File: src/rtl/seg_load_pkg.sv
package seg_load_pkg;

    localparam int SEL_W       = 16;
    localparam int ENTRY_SHIFT = 3;
    localparam int IDX_W       = SEL_W - ENTRY_SHIFT;
    localparam int TI_BIT      = 2;
    localparam int RPL_W       = 2;
    localparam int TBL_LIM_W   = 16;
    localparam int LIN_W       = 32;
    localparam int TBL_REG_W   = LIN_W + TBL_LIM_W;
    localparam int WORD_W      = 32;
    localparam int WORD_BYTES  = WORD_W / 8;
    localparam int RAW_LIM_W   = 20;
    localparam int PAGE_BITS   = LIN_W - RAW_LIM_W;
    localparam int ATTR_W      = 11;

    // high descriptor word field positions
    localparam int HI_TYPE_LSB = 8;
    localparam int HI_S        = 12;
    localparam int HI_DPL_LSB  = 13;
    localparam int HI_P        = 15;
    localparam int HI_LIM_LSB  = 16;
    localparam int HI_AVL      = 20;
    localparam int HI_DB       = 22;
    localparam int HI_G        = 23;

    typedef enum logic [1:0] {
        FLT_NONE  = 2'd0,
        FLT_GP    = 2'd1,
        FLT_NP    = 2'd2,
        FLT_TABLE = 2'd3
    } fault_e;

    typedef enum logic [1:0] {
        ST_IDLE,
        ST_RD_LO,
        ST_RD_HI,
        ST_WR_HI
    } ld_state_e;

    typedef struct packed {
        logic       g;
        logic       db;
        logic       avl;
        logic       p;
        logic [1:0] dpl;
        logic       s;
        logic [3:0] typ;
    } seg_attr_t;

    typedef struct packed {
        logic [LIN_W-1:0] base;
        logic [LIN_W-1:0] limit;
        seg_attr_t        attr;
    } seg_cache_t;

    function automatic logic [LIN_W-1:0] expand_limit(
        input logic [RAW_LIM_W-1:0] raw,
        input logic                 gran
    );
        return gran ? {raw, {PAGE_BITS{1'b1}}} : {{PAGE_BITS{1'b0}}, raw};
    endfunction

    function automatic logic [WORD_W-1:0] set_accessed(input logic [WORD_W-1:0] hi);
        logic [WORD_W-1:0] r;
        r = hi;
        r[HI_TYPE_LSB] = 1'b1;
        return r;
    endfunction

endpackage

File: src/rtl/seg_sel_split.sv
module seg_sel_split
    import seg_load_pkg::*;
(
    input  logic [SEL_W-1:0]     sel,
    input  logic [LIN_W-1:0]     tbl_base,
    input  logic [TBL_LIM_W-1:0] tbl_limit,
    output logic                 is_null,
    output logic                 tbl_fault,
    output logic                 lim_fault,
    output logic [LIN_W-1:0]     desc_addr
);

    logic [IDX_W-1:0]     idx;
    logic                 ti;
    logic [RPL_W-1:0]     unused_rpl;
    logic [TBL_LIM_W-1:0] last_byte;

    assign idx        = sel[SEL_W-1:ENTRY_SHIFT];
    assign ti         = sel[TI_BIT];
    assign unused_rpl = sel[RPL_W-1:0];
    assign last_byte  = TBL_LIM_W'({idx, {ENTRY_SHIFT{1'b1}}});

    always_comb begin
        tbl_fault = ti;
        is_null   = !ti && (idx == '0);
        lim_fault = !ti && !is_null && (last_byte > tbl_limit);
        desc_addr = tbl_base + LIN_W'({idx, {ENTRY_SHIFT{1'b0}}});
    end

endmodule

File: src/rtl/seg_desc_unpack.sv
module seg_desc_unpack
    import seg_load_pkg::*;
(
    input  logic [WORD_W-1:0] lo_word,
    input  logic [WORD_W-1:0] hi_word,
    output seg_cache_t        fill
);

    logic [RAW_LIM_W-1:0] raw_lim;
    logic                 unused_hi21;

    assign unused_hi21 = hi_word[21];
    assign raw_lim     = {hi_word[HI_LIM_LSB+3:HI_LIM_LSB], lo_word[15:0]};

    always_comb begin
        fill.base       = {hi_word[31:24], hi_word[7:0], lo_word[31:16]};
        fill.limit      = expand_limit(raw_lim, hi_word[HI_G]);
        fill.attr.g     = hi_word[HI_G];
        fill.attr.db    = hi_word[HI_DB];
        fill.attr.avl   = hi_word[HI_AVL];
        fill.attr.p     = hi_word[HI_P];
        fill.attr.dpl   = hi_word[HI_DPL_LSB+1:HI_DPL_LSB];
        fill.attr.s     = hi_word[HI_S];
        fill.attr.typ   = hi_word[HI_TYPE_LSB+3:HI_TYPE_LSB];
    end

endmodule

File: src/rtl/seg_sel_loader.sv
module seg_sel_loader
    import seg_load_pkg::*;
(
    input  logic                 clk,
    input  logic                 rst,
    input  logic [TBL_REG_W-1:0] tbl_reg,
    input  logic                 req_valid,
    output logic                 req_ready,
    input  logic [SEL_W-1:0]     req_sel,
    output logic                 mem_req,
    output logic                 mem_we,
    output logic [LIN_W-1:0]     mem_addr,
    output logic [WORD_W-1:0]    mem_wdata,
    input  logic                 mem_ack,
    input  logic [WORD_W-1:0]    mem_rdata,
    output logic                 done,
    output logic                 fault,
    output logic [1:0]           fault_code,
    output logic                 cache_valid,
    output logic [SEL_W-1:0]     cache_sel,
    output logic [LIN_W-1:0]     cache_base,
    output logic [LIN_W-1:0]     cache_limit,
    output logic [ATTR_W-1:0]    cache_attr
);

    ld_state_e         state_q;
    logic [SEL_W-1:0]  sel_q;
    logic [LIN_W-1:0]  addr_q;
    logic [WORD_W-1:0] lo_q;
    logic [WORD_W-1:0] hi_q;
    logic [WORD_W-1:0] hi_marked;
    logic              done_q;
    logic              fault_q;
    fault_e            code_q;
    logic              cvalid_q;
    logic [SEL_W-1:0]  csel_q;
    seg_cache_t        cache_q;

    logic              is_null;
    logic              tbl_fault;
    logic              lim_fault;
    logic [LIN_W-1:0]  desc_addr;
    seg_cache_t        fill;

    seg_sel_split u_split (
        .sel       (req_sel),
        .tbl_base  (tbl_reg[TBL_REG_W-1:TBL_LIM_W]),
        .tbl_limit (tbl_reg[TBL_LIM_W-1:0]),
        .is_null   (is_null),
        .tbl_fault (tbl_fault),
        .lim_fault (lim_fault),
        .desc_addr (desc_addr)
    );

    assign hi_marked = set_accessed(hi_q);

    seg_desc_unpack u_unpack (
        .lo_word (lo_q),
        .hi_word (hi_marked),
        .fill    (fill)
    );

    always_ff @(posedge clk) begin
        if (rst) begin
            state_q  <= ST_IDLE;
            sel_q    <= '0;
            addr_q   <= '0;
            lo_q     <= '0;
            hi_q     <= '0;
            done_q   <= 1'b0;
            fault_q  <= 1'b0;
            code_q   <= FLT_NONE;
            cvalid_q <= 1'b0;
            csel_q   <= '0;
            cache_q  <= '0;
        end else begin
            done_q  <= 1'b0;
            fault_q <= 1'b0;
            code_q  <= FLT_NONE;
            case (state_q)
                ST_IDLE: begin
                    if (req_valid) begin
                        sel_q  <= req_sel;
                        addr_q <= desc_addr;
                        if (tbl_fault) begin
                            fault_q <= 1'b1;
                            code_q  <= FLT_TABLE;
                        end else if (is_null) begin
                            done_q   <= 1'b1;
                            cvalid_q <= 1'b0;
                            csel_q   <= req_sel;
                            cache_q  <= '0;
                        end else if (lim_fault) begin
                            fault_q <= 1'b1;
                            code_q  <= FLT_GP;
                        end else begin
                            state_q <= ST_RD_LO;
                        end
                    end
                end
                ST_RD_LO: begin
                    if (mem_ack) begin
                        lo_q    <= mem_rdata;
                        state_q <= ST_RD_HI;
                    end
                end
                ST_RD_HI: begin
                    if (mem_ack) begin
                        hi_q <= mem_rdata;
                        if (!mem_rdata[HI_P]) begin
                            fault_q <= 1'b1;
                            code_q  <= FLT_NP;
                            state_q <= ST_IDLE;
                        end else begin
                            state_q <= ST_WR_HI;
                        end
                    end
                end
                ST_WR_HI: begin
                    if (mem_ack) begin
                        cvalid_q <= 1'b1;
                        csel_q   <= sel_q;
                        cache_q  <= fill;
                        done_q   <= 1'b1;
                        state_q  <= ST_IDLE;
                    end
                end
                default: state_q <= ST_IDLE;
            endcase
        end
    end

    always_comb begin
        req_ready = (state_q == ST_IDLE);
        mem_req   = (state_q != ST_IDLE);
        mem_we    = (state_q == ST_WR_HI);
        mem_addr  = (state_q == ST_RD_LO) ? addr_q : addr_q + LIN_W'(WORD_BYTES);
        mem_wdata = hi_marked;
    end

    assign done        = done_q;
    assign fault       = fault_q;
    assign fault_code  = code_q;
    assign cache_valid = cvalid_q;
    assign cache_sel   = csel_q;
    assign cache_base  = cache_q.base;
    assign cache_limit = cache_q.limit;
    assign cache_attr  = cache_q.attr;

endmodule

File: config.mk
export PLATFORM = sky130hd
export DESIGN_NAME = seg_sel_loader
export DESIGN_NICKNAME = d
export VERILOG_FILES = /design/src/rtl/seg_load_pkg.sv /design/src/rtl/seg_sel_split.sv /design/src/rtl/seg_desc_unpack.sv /design/src/rtl/seg_sel_loader.sv
export SDC_FILE = /design/constraint.sdc
export NUM_CORES = 1
export LEC_CHECK = 0
export BUFFER_PORTS_ARGS = -buffer_cell sky130_fd_sc_hd__buf_2
export CAP_MARGIN = 20
export CORE_MARGIN = 5
export CORE_UTILIZATION = 40
export CTS_BUF_LIST = sky130_fd_sc_hd__clkbuf_4
export CTS_CLUSTER_SIZE = 14
export DETAILED_ROUTE_END_ITERATION = 7
export SLEW_MARGIN = 10
export SYNTH_ARGS = -nofsm -noshare
export SYNTH_HDL_FRONTEND = slang
export SYNTH_HIERARCHICAL = 1
export SYNTH_SLANG_ARGS = --single-unit
File: constraint.sdc
create_clock -name clk -period 4 [get_ports clk]
set_input_delay 0.8 -clock clk [delete_from_list [all_inputs] [get_ports clk]]
set_output_delay 0.8 -clock clk [all_outputs]
set_load 0.03 [all_outputs]
=== Word level (Yosys, flattened, before mapping) ===
Cells that the tools add are included.
Widths: inputs -> output; s select.

* Add/sub/neg operators: 2
* Magnitude comparators: 1
* Eq/ne operators: 11
* Multiplexer cells: 45
* Reduce and logical (&&, ||, !) cells: 14

{| class="wikitable"
|+ Operators by type and width
! kind !! number
|-
| $mux 75 || 4
|-
| $pmux 75 s2 || 1
|-
| $mux 16 || 4
|-
| $mux 32 || 2
|-
| $add 32x16->32 || 1
|-
| $add 32x3->32 const B || 1
|-
| $pmux 16 s2 || 1
|-
| $mux 2 || 12
|-
| $gt 16x16->1 || 1
|-
| $mux 1 || 16
|-
| $logic_not 13->1 || 1
|-
| $ne 2x2->1 const B || 6
|-
| $pmux 2 s4 || 1
|-
| $reduce_and 7->1 || 1
|-
| $pmux 1 s2 || 3
|-
| $reduce_and 2->1 || 3
|-
| $reduce_and 5->1 || 1
|-
| $eq 2x2->1 const B || 2
|-
| $ne 2x1->1 const B || 2
|-
| $pmux 2 s2 || 1
|-
| $reduce_bool 2->1 || 2
|-
| $logic_and 1x1->1 || 3
|-
| $eq 2x1->1 const B || 1
|-
| $logic_not 1->1 || 2
|-
| $logic_not 2->1 || 1
|}

* Bits in registers: 210
* Input port bits: 100
* Output and inout bits: 163
* Logic and storage cells: 92

=== Depth between registers and ports, before layout ===
Gate-level depths: netlist of run 1.

* Depth after elaboration: 10
* Mapped depth: 12
* Gate-level depth less buffers: 12

=== Modules after synthesis ===
Netlist of run 1, hierarchy kept.

{| class="wikitable"
|+ By module, submodules not included
! module !! instances !! cells an instance !! area an instance (um2) !! sequential area each (um2)
|-
| seg_sel_loader || 1 || 1035 || 8237.9 || 4184.0
|-
| seg_sel_split || 1 || 175 || 1320.0 || 0.0
|-
| seg_desc_unpack || 1 || 78 || 609.3 || 0.0
|}

=== Least setup slack after synthesis of run 1 ===
Ideal clock, no wire load.

* Path type: input-to-reg
* Start point: in tbl_reg[9]
* End point: reg state_q[1]
* Setup time: 86 ps
* Data arrival time: 3002 ps
* Data required time: 3914 ps
* Setup slack: 912 ps
* Cell stages on the path: 12
* Path buffers: 0
* Path through: inv_1 > ha_1 > a21o_1 > a21o_1 > a21oi_1 > nor2_1 > a2111oi_0 > nor3_1 > or4b_1 > a2bb2oi_1 > a21oi_1 > a211oi_1

* Longest elaborated chain between the ends: 4

{| class="wikitable"
|+ RTL lines
! item !! line !! RTL
|-
| start: declaration || seg_sel_loader.sv:6 || <nowiki>input logic [TBL_REG_W-1:0] tbl_reg,</nowiki>
|-
| $gt 16x16->1 || seg_sel_split.sv:26 || <nowiki>lim_fault = !ti && !is_null && (last_byte > tbl_limit);</nowiki>
|-
| $logic_and 1x1->1 || seg_sel_split.sv:26 ||
|-
| named net lim_fault || seg_sel_loader.sv:41 || <nowiki>logic lim_fault;</nowiki>
|-
| $ne 2x2->1 (no line) || - ||
|-
| $reduce_and 7->1 (no line) || - ||
|-
| end signal: assignment || seg_sel_loader.sv:65 || <nowiki>state_q <= ST_IDLE;</nowiki>
|-
| end signal: assignment || seg_sel_loader.sv:97 || <nowiki>state_q <= ST_RD_LO;</nowiki>
|-
| end signal: assignment || seg_sel_loader.sv:104 || <nowiki>state_q <= ST_RD_HI;</nowiki>
|-
| end: declaration || seg_sel_loader.sv:26 || <nowiki>ld_state_e state_q;</nowiki>
|}

The timed path passes the listed nets, and every way through them passes these cells.
A chain may end at the register's enable or synchronous reset.

=== Final worst setup path of run 1 ===
* Start point: reg state_q[1]
* End point: out mem_addr[28]

* Longest elaborated chain between the ends: 2

{| class="wikitable"
|+ RTL lines
! item !! line !! RTL
|-
| $eq 2x1->1 || seg_sel_loader.sv:137 || <nowiki>mem_addr = (state_q == ST_RD_LO) ? addr_q : addr_q + LIN_W'(WORD_BYTES);</nowiki>
|-
| $mux 32 || seg_sel_loader.sv:137 ||
|-
| end: declaration || seg_sel_loader.sv:12 || <nowiki>output logic [LIN_W-1:0] mem_addr,</nowiki>
|}

Every way passes these cells.

==> impl_metrics.py, run 1 <==
metrics = {
    "die": {
        "start_util_pct": 40.49,
        "core-area_um2": 25110,
        "io_pins": 263,
        "rows": 58,
        "die_area_um2": 28710,
        "chipWidth_um": 169.4,
        "chipHeight_um": 169.4,
    },
    "logic_synthesis": {
        "ys_ff_latch": 209,
        "synthSimpleGateAreaFrac_pct": 24.10,
        "synthMuxAreaShare_pct": 2.892,
        "async_flop_share_pct": 0,
        "synth_compound_area_share_pct": 14.84,
        "synthCells": 1288,
        "ys_seq_area_share_pct": 41.15,
        "synth_area_per_cell_um2": 7.894,
        "synth_cell_types": 61,
        "synth_fa_ha_area_share_pct": 4.012,
        "synth_top_family_by_area": "simple AND/OR/NAND/NOR gates",
        "synth_edf_count": 0,
        "synth_area_um2": 10170,
        "synth-main-ff-cell": "dfxtp_1",
        "synth_xor_area_share_pct": 4.738,
        "yosys_warnings": 6,
    },
    "placement": {
        "gp_congestion": 0.8681,
        "dp_hpwl_mm": 22.30,
        "port-buffer-count": 261,
    },
    "power_and_ir_drop": {
        "finalPower_w": 0.006820,
        "switching_share_pct": 40.42,
        "peakVddDrop_mv": 0.4136,
        "p_per_area_nw_per_um2": 565.8,
        "p_sw_w": 0.002757,
        "p_clk_share_pct": 28.4,
        "power_frac_seq_pct": 37.7,
        "power_frac_comb_pct": 33.9,
        "p_int_w": 0.004063,
        "power_leakage_nw": 5.177,
    },
    "critical_path": {
        "worstSetupPathType": "reg2out",
        "cp_cell_sequence": "inv_1 > ha_1 > and3b_1 > nand3_2 > nor4_1 > xor2_1 > buf_2",
        "critPathMaxStageDelay_ns": 0.42,
        "cp_slowest_cell": "dfxtp_1",
        "worst-endpoint-arrival_ns": 2.96,
        "startpoint_type": "register",
        "critPathMaxFanout": 10,
        "endpoint_kind": "output pin",
        "critPathRequiredTime_ns": 3.20,
        "rrSetupSlack_ns": 1.39,
    },
    "route": {
        "drt_iter0_drc": 626,
        "first_pass_iters": 6,
        "drc": 0,
        "viasPerCell": 5.063,
        "wl_per_cell_um": 16.96,
        "wl_mm": 31.50,
        "postRouteAntennaNets": 0,
        "via_count": 9402,
    },
    "layout": {
        "final_common_cell": "nand2_1",
        "drive_gt1_share_pct": 26.41,
        "synthToLayoutAreaGrowth_pct": 18.56,
        "mostFrequentLayoutCells": "nand2_1 (326), buf_2 (260), dfxtp_1 (209)",
        "nNetsFinal": 1621,
    },
    "hold_path": {
        "hp-class": "in2reg",
    },
    "timing": {
        "tns_ns": 0,
        "finalClockSkew_ns": 0.05294,
        "min_period_over_period_pct": 94.08,
        "worst_pin_slew_ns": 1.020,
        "relSlewSlack_pct": 32.01,
        "max_freq_mhz": 265.7,
        "drv_slew": 0,
        "hold_viol_final": 0,
        "rsz0062_at_grt": "no",
        "setup_viol_count_final": 0,
        "min_period_ns": 3.763,
    },
    "grt": {
        "grt_overflow": 0,
        "grt_pass1_wl_mm": 49.82,
        "antenna_found_initial": 2,
        "grt_pass1_vias": 9235,
        "grtUsageTotal_pct": 21.18,
        "grt_max_degree": 110,
    },
    "clock_network": {
        "cts_root_buf": "clkbuf_4",
        "cts_tree": "yes",
        "htree_num_levels": 2,
        "clockBufferDepth": 3,
        "clock-sinks": 209,
        "cts.reportedPaths.clkPinSlew_ns": 0.06,
        "clk_latency_ns": 0.68,
        "cts_buffers": 56,
    },
    "run_status": {
        "status": "completed",
    },
    "flow_run": {
        "drv_cap": 0,
    },
}
-- cell usage after synthesis (3+ instances only) --
cell type / n / share of area, %
nand2_1: 326 / 12
dfxtp_1: 209 / 41
a21oi_1: 200 / 9.8
nand3_1: 86 / 4.2
clkbuf_1: 59 / 2.2
buf_4: 52 / 3.8
nor2_1: 41 / 1.5
ha_1: 31 / 3.8
xnor2_1: 28 / 2.4
xor2_1: 27 / 2.3
inv_1: 24 / 0.89
a211oi_1: 22 / 1.6
mux2i_1: 17 / 1.7
buf_2: 16 / 0.79
and2_1: 15 / 0.92
nor3_1: 14 / 0.69
nand4_1: 13 / 0.80
or2_2: 13 / 0.80
a21o_1: 9 / 0.66
mux2_4: 6 / 0.89
nor4_1: 6 / 0.37
o21ai_0: 6 / 0.30
and3_1: 5 / 0.31
nor2b_1: 4 / 0.25
and4_1: 3 / 0.26
buf_1: 3 / 0.11
buf_6: 3 / 0.33
mux2_2: 3 / 0.33
nand2b_1: 3 / 0.18
o2111ai_1: 3 / 0.26
o211ai_1: 3 / 0.22
o21a_1: 3 / 0.22
-- repair_timing --
item,CTS,global route
hold buffers,0,0
resized for setup,0,1
buffers inserted,0,0
endpoints found under the hold margin,0,0
setup endpoints to repair,0,4
-- path summary, 6_finish.rpt --
| path | depth (start not counted) | end | startpoint |
|---|---|---|---|
| max | 7 | mem_addr[28] | state_q[1] |
| min | 3 | lo_q[16] | mem_rdata[16] |
| max reg2reg | 6 | cache_base[13] | state_q[0] |
| min reg2reg | 2 | cache_limit[22] | cache_limit[22] |
-- per-stage QoR --
stage / cells / area, um^2 / setup WS [ns] / hold slack, ns / util (%)
floorplan: 1289 / 10170 / 0.9124 / 0.4360 / -
global placement: 1760 / 11310 / 0.5273 / 0.4367 / 45.04
detailed placement: 1760 / 11310 / 0.4333 / 0.4404 / 45.04
CTS: 1855 / 12030 / 0.1052 / 0.3056 / 47.92
global route: 1857 / 12050 / 0.05472 / 0.3180 / 48.01
finish: 1857 / 12050 / 0.2366 / 0.3768 / 48.01
-- registers in the layout, summed over array words and instances, names as in the netlist --
register	cells
addr_q	32
cache_attr	11
cache_base	32
cache_limit	32
cache_sel	16
cache_valid	1
done	1
fault	1
fault_code	2
hi_q	31
lo_q	32
sel_q	16
state_q	2
-- critical path, delay by kind of cell (launching register included) --
| family | cells | cell delay (ns) |
|---|---|---|
| xor gates and xnor gates | 1 | 0.18 |
| adders and majority gates | 1 | 0.31 |
| buffers and inverters | 2 | 0.33 |
| and+or+nand+nor | 3 | 1.05 |
| DFF | 1 | 0.42 |
-- power by group through the flow --
| stage | registers, W | logic, W | clock network [W] |
|---|---|---|---|
| 5_1_grt | 0.00261 | 0.00255 | 0.00211 |
| 2_1_floorplan | 0.00277 | 0.00151 | 0 |
| 3_5_place_dp | 0.00261 | 0.00233 | 0 |
| 6_report | 0.00257 | 0.00232 | 0.00193 |
| 3_3_place_gp | 0.00260 | 0.00231 | 0 |
| 4_1_cts | 0.00257 | 0.00234 | 0.00199 |
-- cells by family after synthesis --
kind of cell	Yosys count
xor+xnor	55
simple gates	546
other cells	1
buf+inv	159
compound gates	260
fa+ha+maj	32
mux	26
flops	209
-- metal layers --
layer	GRT usage, %	vias to the layer above	wire length (um)
li1	-	4722	-
met1	27.91	4360	14210
met2	34.56	276	14440
met3	5.847	42	2258
met4	5.390	2	570
met5	0	-	18
-- layout make-up --
type                            count  area [um^2]
Sequential cell                   209         4184
Clock buffer                       82        615.6
Antenna cell                        1        2.502
Multi-Input combinational cell    921         5177
Clock inverter                     13        106.4
Fill cell                        2616        13060
Tap cell                          330        412.9
Timing Repair Buffer              277         1465
Inverter                           24        90.09
(Power assumes the default switching activity.)
==> inputs of run 2 (changes only) <==
--- a/config.mk
+++ b/config.mk
@@ -5,6 +5,7 @@
 export SDC_FILE = /design/constraint.sdc
 export NUM_CORES = 1
 export LEC_CHECK = 0
+export ABC_AREA = 1
 export BUFFER_PORTS_ARGS = -buffer_cell sky130_fd_sc_hd__buf_2
 export CAP_MARGIN = 20
 export CORE_MARGIN = 5
==> impl_metrics.py, run 2 <==
metrics = {
    "hold_path": {
        "min_path_cells": 3,
        "hp-class": "in2reg",
    },
    "logic_synthesis": {
        "yosys_warnings": 6,
        "synth_most_common_cell": "nand2_1",
        "synth_cell_types": 32,
        "synth_top_area_cell": "dfxtp_1",
        "synth_top_cell_area_share_pct": 36.63,
        "synth-main-ff-cell": "dfxtp_1",
        "synthCells": 1809,
        "synth_commonest_cells": "nand2_1 (533), nor2_1 (302), dfxtp_1 (209), inv_1 (209), o21ai_0 (130)",
        "ys_seq_area_share_pct": 36.63,
        "synth_area_leaders": "dfxtp_1 (37%), nand2_1 (18%), nor2_1 (9.9%), inv_1 (6.9%), o21ai_0 (5.7%)",
        "synth_edf_count": 0,
        "synth_area_um2": 11420,
        "ys_ff_latch": 209,
        "async_flop_share_pct": 0,
        "synth_area_per_cell_um2": 6.315,
    },
    "power_and_ir_drop": {
        "p_int_w": 0.003624,
        "p_sw_w": 0.001842,
        "p_per_area_nw_per_um2": 407.9,
        "power_frac_seq_pct": 43.4,
        "peakVddDrop_mv": 0.1886,
        "switching_share_pct": 33.70,
        "power_leakage_nw": 7.105,
        "power_frac_comb_pct": 21.2,
        "p_clk_share_pct": 35.4,
    },
    "die": {
        "chipHeight_um": 179.0,
        "die_area_um2": 32040,
        "rows": 61,
        "start_util_pct": 40.78,
        "core-area_um2": 28010,
        "io_pins": 263,
        "chipWidth_um": 179.0,
    },
    "timing": {
        "max_freq_mhz": 284.3,
        "fin_ws_ns": 0.4831,
        "drv_slew": 0,
        "setup_viol_count_final": 0,
        "min_period_over_period_pct": 87.92,
        "tns_ns": 0,
        "min_period_ns": 3.517,
        "worst_pin_slew_ns": 1.020,
        "relSlewSlack_pct": 32.01,
        "holdWs_ns": 0.3470,
        "rsz0062_at_grt": "no",
        "finalClockSkew_ns": 0.05547,
        "hold_viol_final": 0,
    },
    "layout": {
        "nNetsFinal": 2144,
        "final-seq-area_um2": 4184,
        "multi_input_area_um2": 5698,
        "fill_cells": 3026,
        "drive_gt1_share_pct": 19.03,
        "final_common_cell": "nand2_1",
        "instances_no_fill": 2435,
        "utilization_pct": 47.84,
        "mostFrequentLayoutCells": "nand2_1 (533), nor2_1 (302), buf_2 (261)",
        "synthToLayoutAreaGrowth_pct": 17.31,
    },
    "grt": {
        "grt_overflow": 0,
        "grtUsageTotal_pct": 21.55,
        "antenna_found_initial": 6,
        "grt_pass1_vias": 10910,
        "grt_pass1_wl_mm": 55.86,
        "grt_max_degree": 93,
    },
    "clock_network": {
        "holdBufCountCts": 0,
        "cts_root_buf": "clkbuf_4",
        "cts_buffers": 57,
        "htree_num_levels": 2,
        "clk_latency_ns": 0.71,
        "clock-sinks": 209,
        "clockBufferDepth": 3,
        "cts_tree": "yes",
        "cts.reportedPaths.clkPinSlew_ns": 0.06,
        "cts_resized": 0,
        "postCtsSetupRepairBufs": 0,
    },
    "route": {
        "postRouteAntennaNets": 0,
        "wl_per_cell_um": 14.50,
        "via_count": 11410,
        "drc": 0,
        "first_pass_iters": 5,
        "wl_mm": 35.30,
        "drt_iter0_drc": 599,
        "viasPerCell": 4.684,
    },
    "run_status": {
        "status": "completed",
    },
    "critical_path": {
        "critPathRequiredTime_ns": 3.20,
        "cp-startpoint": "state_q[1]",
        "startpoint_type": "register",
        "worst-endpoint-arrival_ns": 2.72,
        "worstSetupPathType": "reg2out",
        "endpoint_kind": "output pin",
        "reg2reg_to": "cache_limit[15]",
        "rrSetupSlack_ns": 1.51,
        "r2r-start": "state_q[0]",
        "worst-r2r-cell-count": 8,
        "cp-endpoint": "mem_addr[22]",
        "critPathMaxFanout": 8,
    },
    "flow_run": {
        "drv_cap": 0,
    },
    "placement": {
        "gp_congestion": 0.9153,
        "pre_cts_ws_ns": 1.088,
        "dp_cells": 2329,
        "port-buffer-count": 261,
        "dp_hpwl_mm": 26.04,
    },
}
-- run 2: cell count changes after synthesis, moves of 9 or more --
cell,before,now
inv_1,24,209
nand2_1,326,533
o21ai_0,6,130
a211oi_1,22,0
buf_4,52,66
a21oi_1,200,102
or2_2,13,4
mux2i_1,17,0
and2_1,15,0
xnor2_1,28,12
clkbuf_1,59,49
nor2_1,41,302
nand3_1,86,56
or2_1,1,11
-- run 2: final cells by class --
class / instances / share of cell area (%)
tap: 378 / 3.529
antenna: 2 / 0.03735
timing repair buffer: 275 / 11.11
sequential: 209 / 31.22
clock buffer: 90 / 5.042
clock inverter: 12 / 0.5042
inverter: 215 / 6.032
multi-input combinational: 1254 / 42.52
-- run 2: cell families (layout without fill, tap and decap cells) --
kind of cell,count (synthesis),after routing,synth area share [%]
compound gates,241,241,10.62
xor+xnor,32,32,2.453
fa+ha+maj,32,32,3.571
buf+inv,347,592,13.75
flops,209,209,36.63
other cells,1,4,0.03283
simple gates,947,947,32.95
-- run 2: worst min path at each step --
| stage | start | slack, ns | to |
|---|---|---|---|
| after CTS | mem_rdata[14] | 0.29 | lo_q[14] |
| after detailed placement | cache_limit[23] | 0.45 | cache_limit[23] |
| final | mem_rdata[14] | 0.35 | lo_q[14] |
| after global routing | mem_rdata[17] | 0.32 | lo_q[17] |
| after global placement | cache_base[2] | 0.45 | cache_base[2] |
| after floorplan | addr_q[31] | 0.44 | addr_q[31] |
-- run 2: layer usage --
metal	GRT usage, %	share of wire [%]	wire length, um
met1	27.66	44	15490
met2	36.39	47	16510
met3	4.112	6.8	2393
met4	7.163	2.4	854
met5	0	0.17	61
-- run 2: metrics by stage --
stage	cell area, um^2	total power (W)
after floorplan	11430	0.003225
after global placement	12600	0.003564
after detailed placement	12600	0.003573
after CTS	13340	0.005533
after global routing	13400	0.005799
final	13400	0.005465
-- run 2: worst max-delay path, stage by stage, from the launching register on --
cell	delay (ns)
dfxtp_1	0.41
inv_1	0.12
ha_1	0.31
nor2_1	0.24
nand3_1	0.20
nor2_1	0.31
nand2_1	0.11
xnor2_1	0.14
buf_2	0.21
-- run 2: power groups by stage --
stage / logic [W] / registers, W / clock network [W]
2_1_floorplan: 0.000812 / 0.00241 / 0
3_3_place_gp: 0.00114 / 0.00242 / 0
3_5_place_dp: 0.00115 / 0.00242 / 0
4_1_cts: 0.00116 / 0.00237 / 0.00200
5_1_grt: 0.00130 / 0.00239 / 0.00211
6_report: 0.00116 / 0.00237 / 0.00193
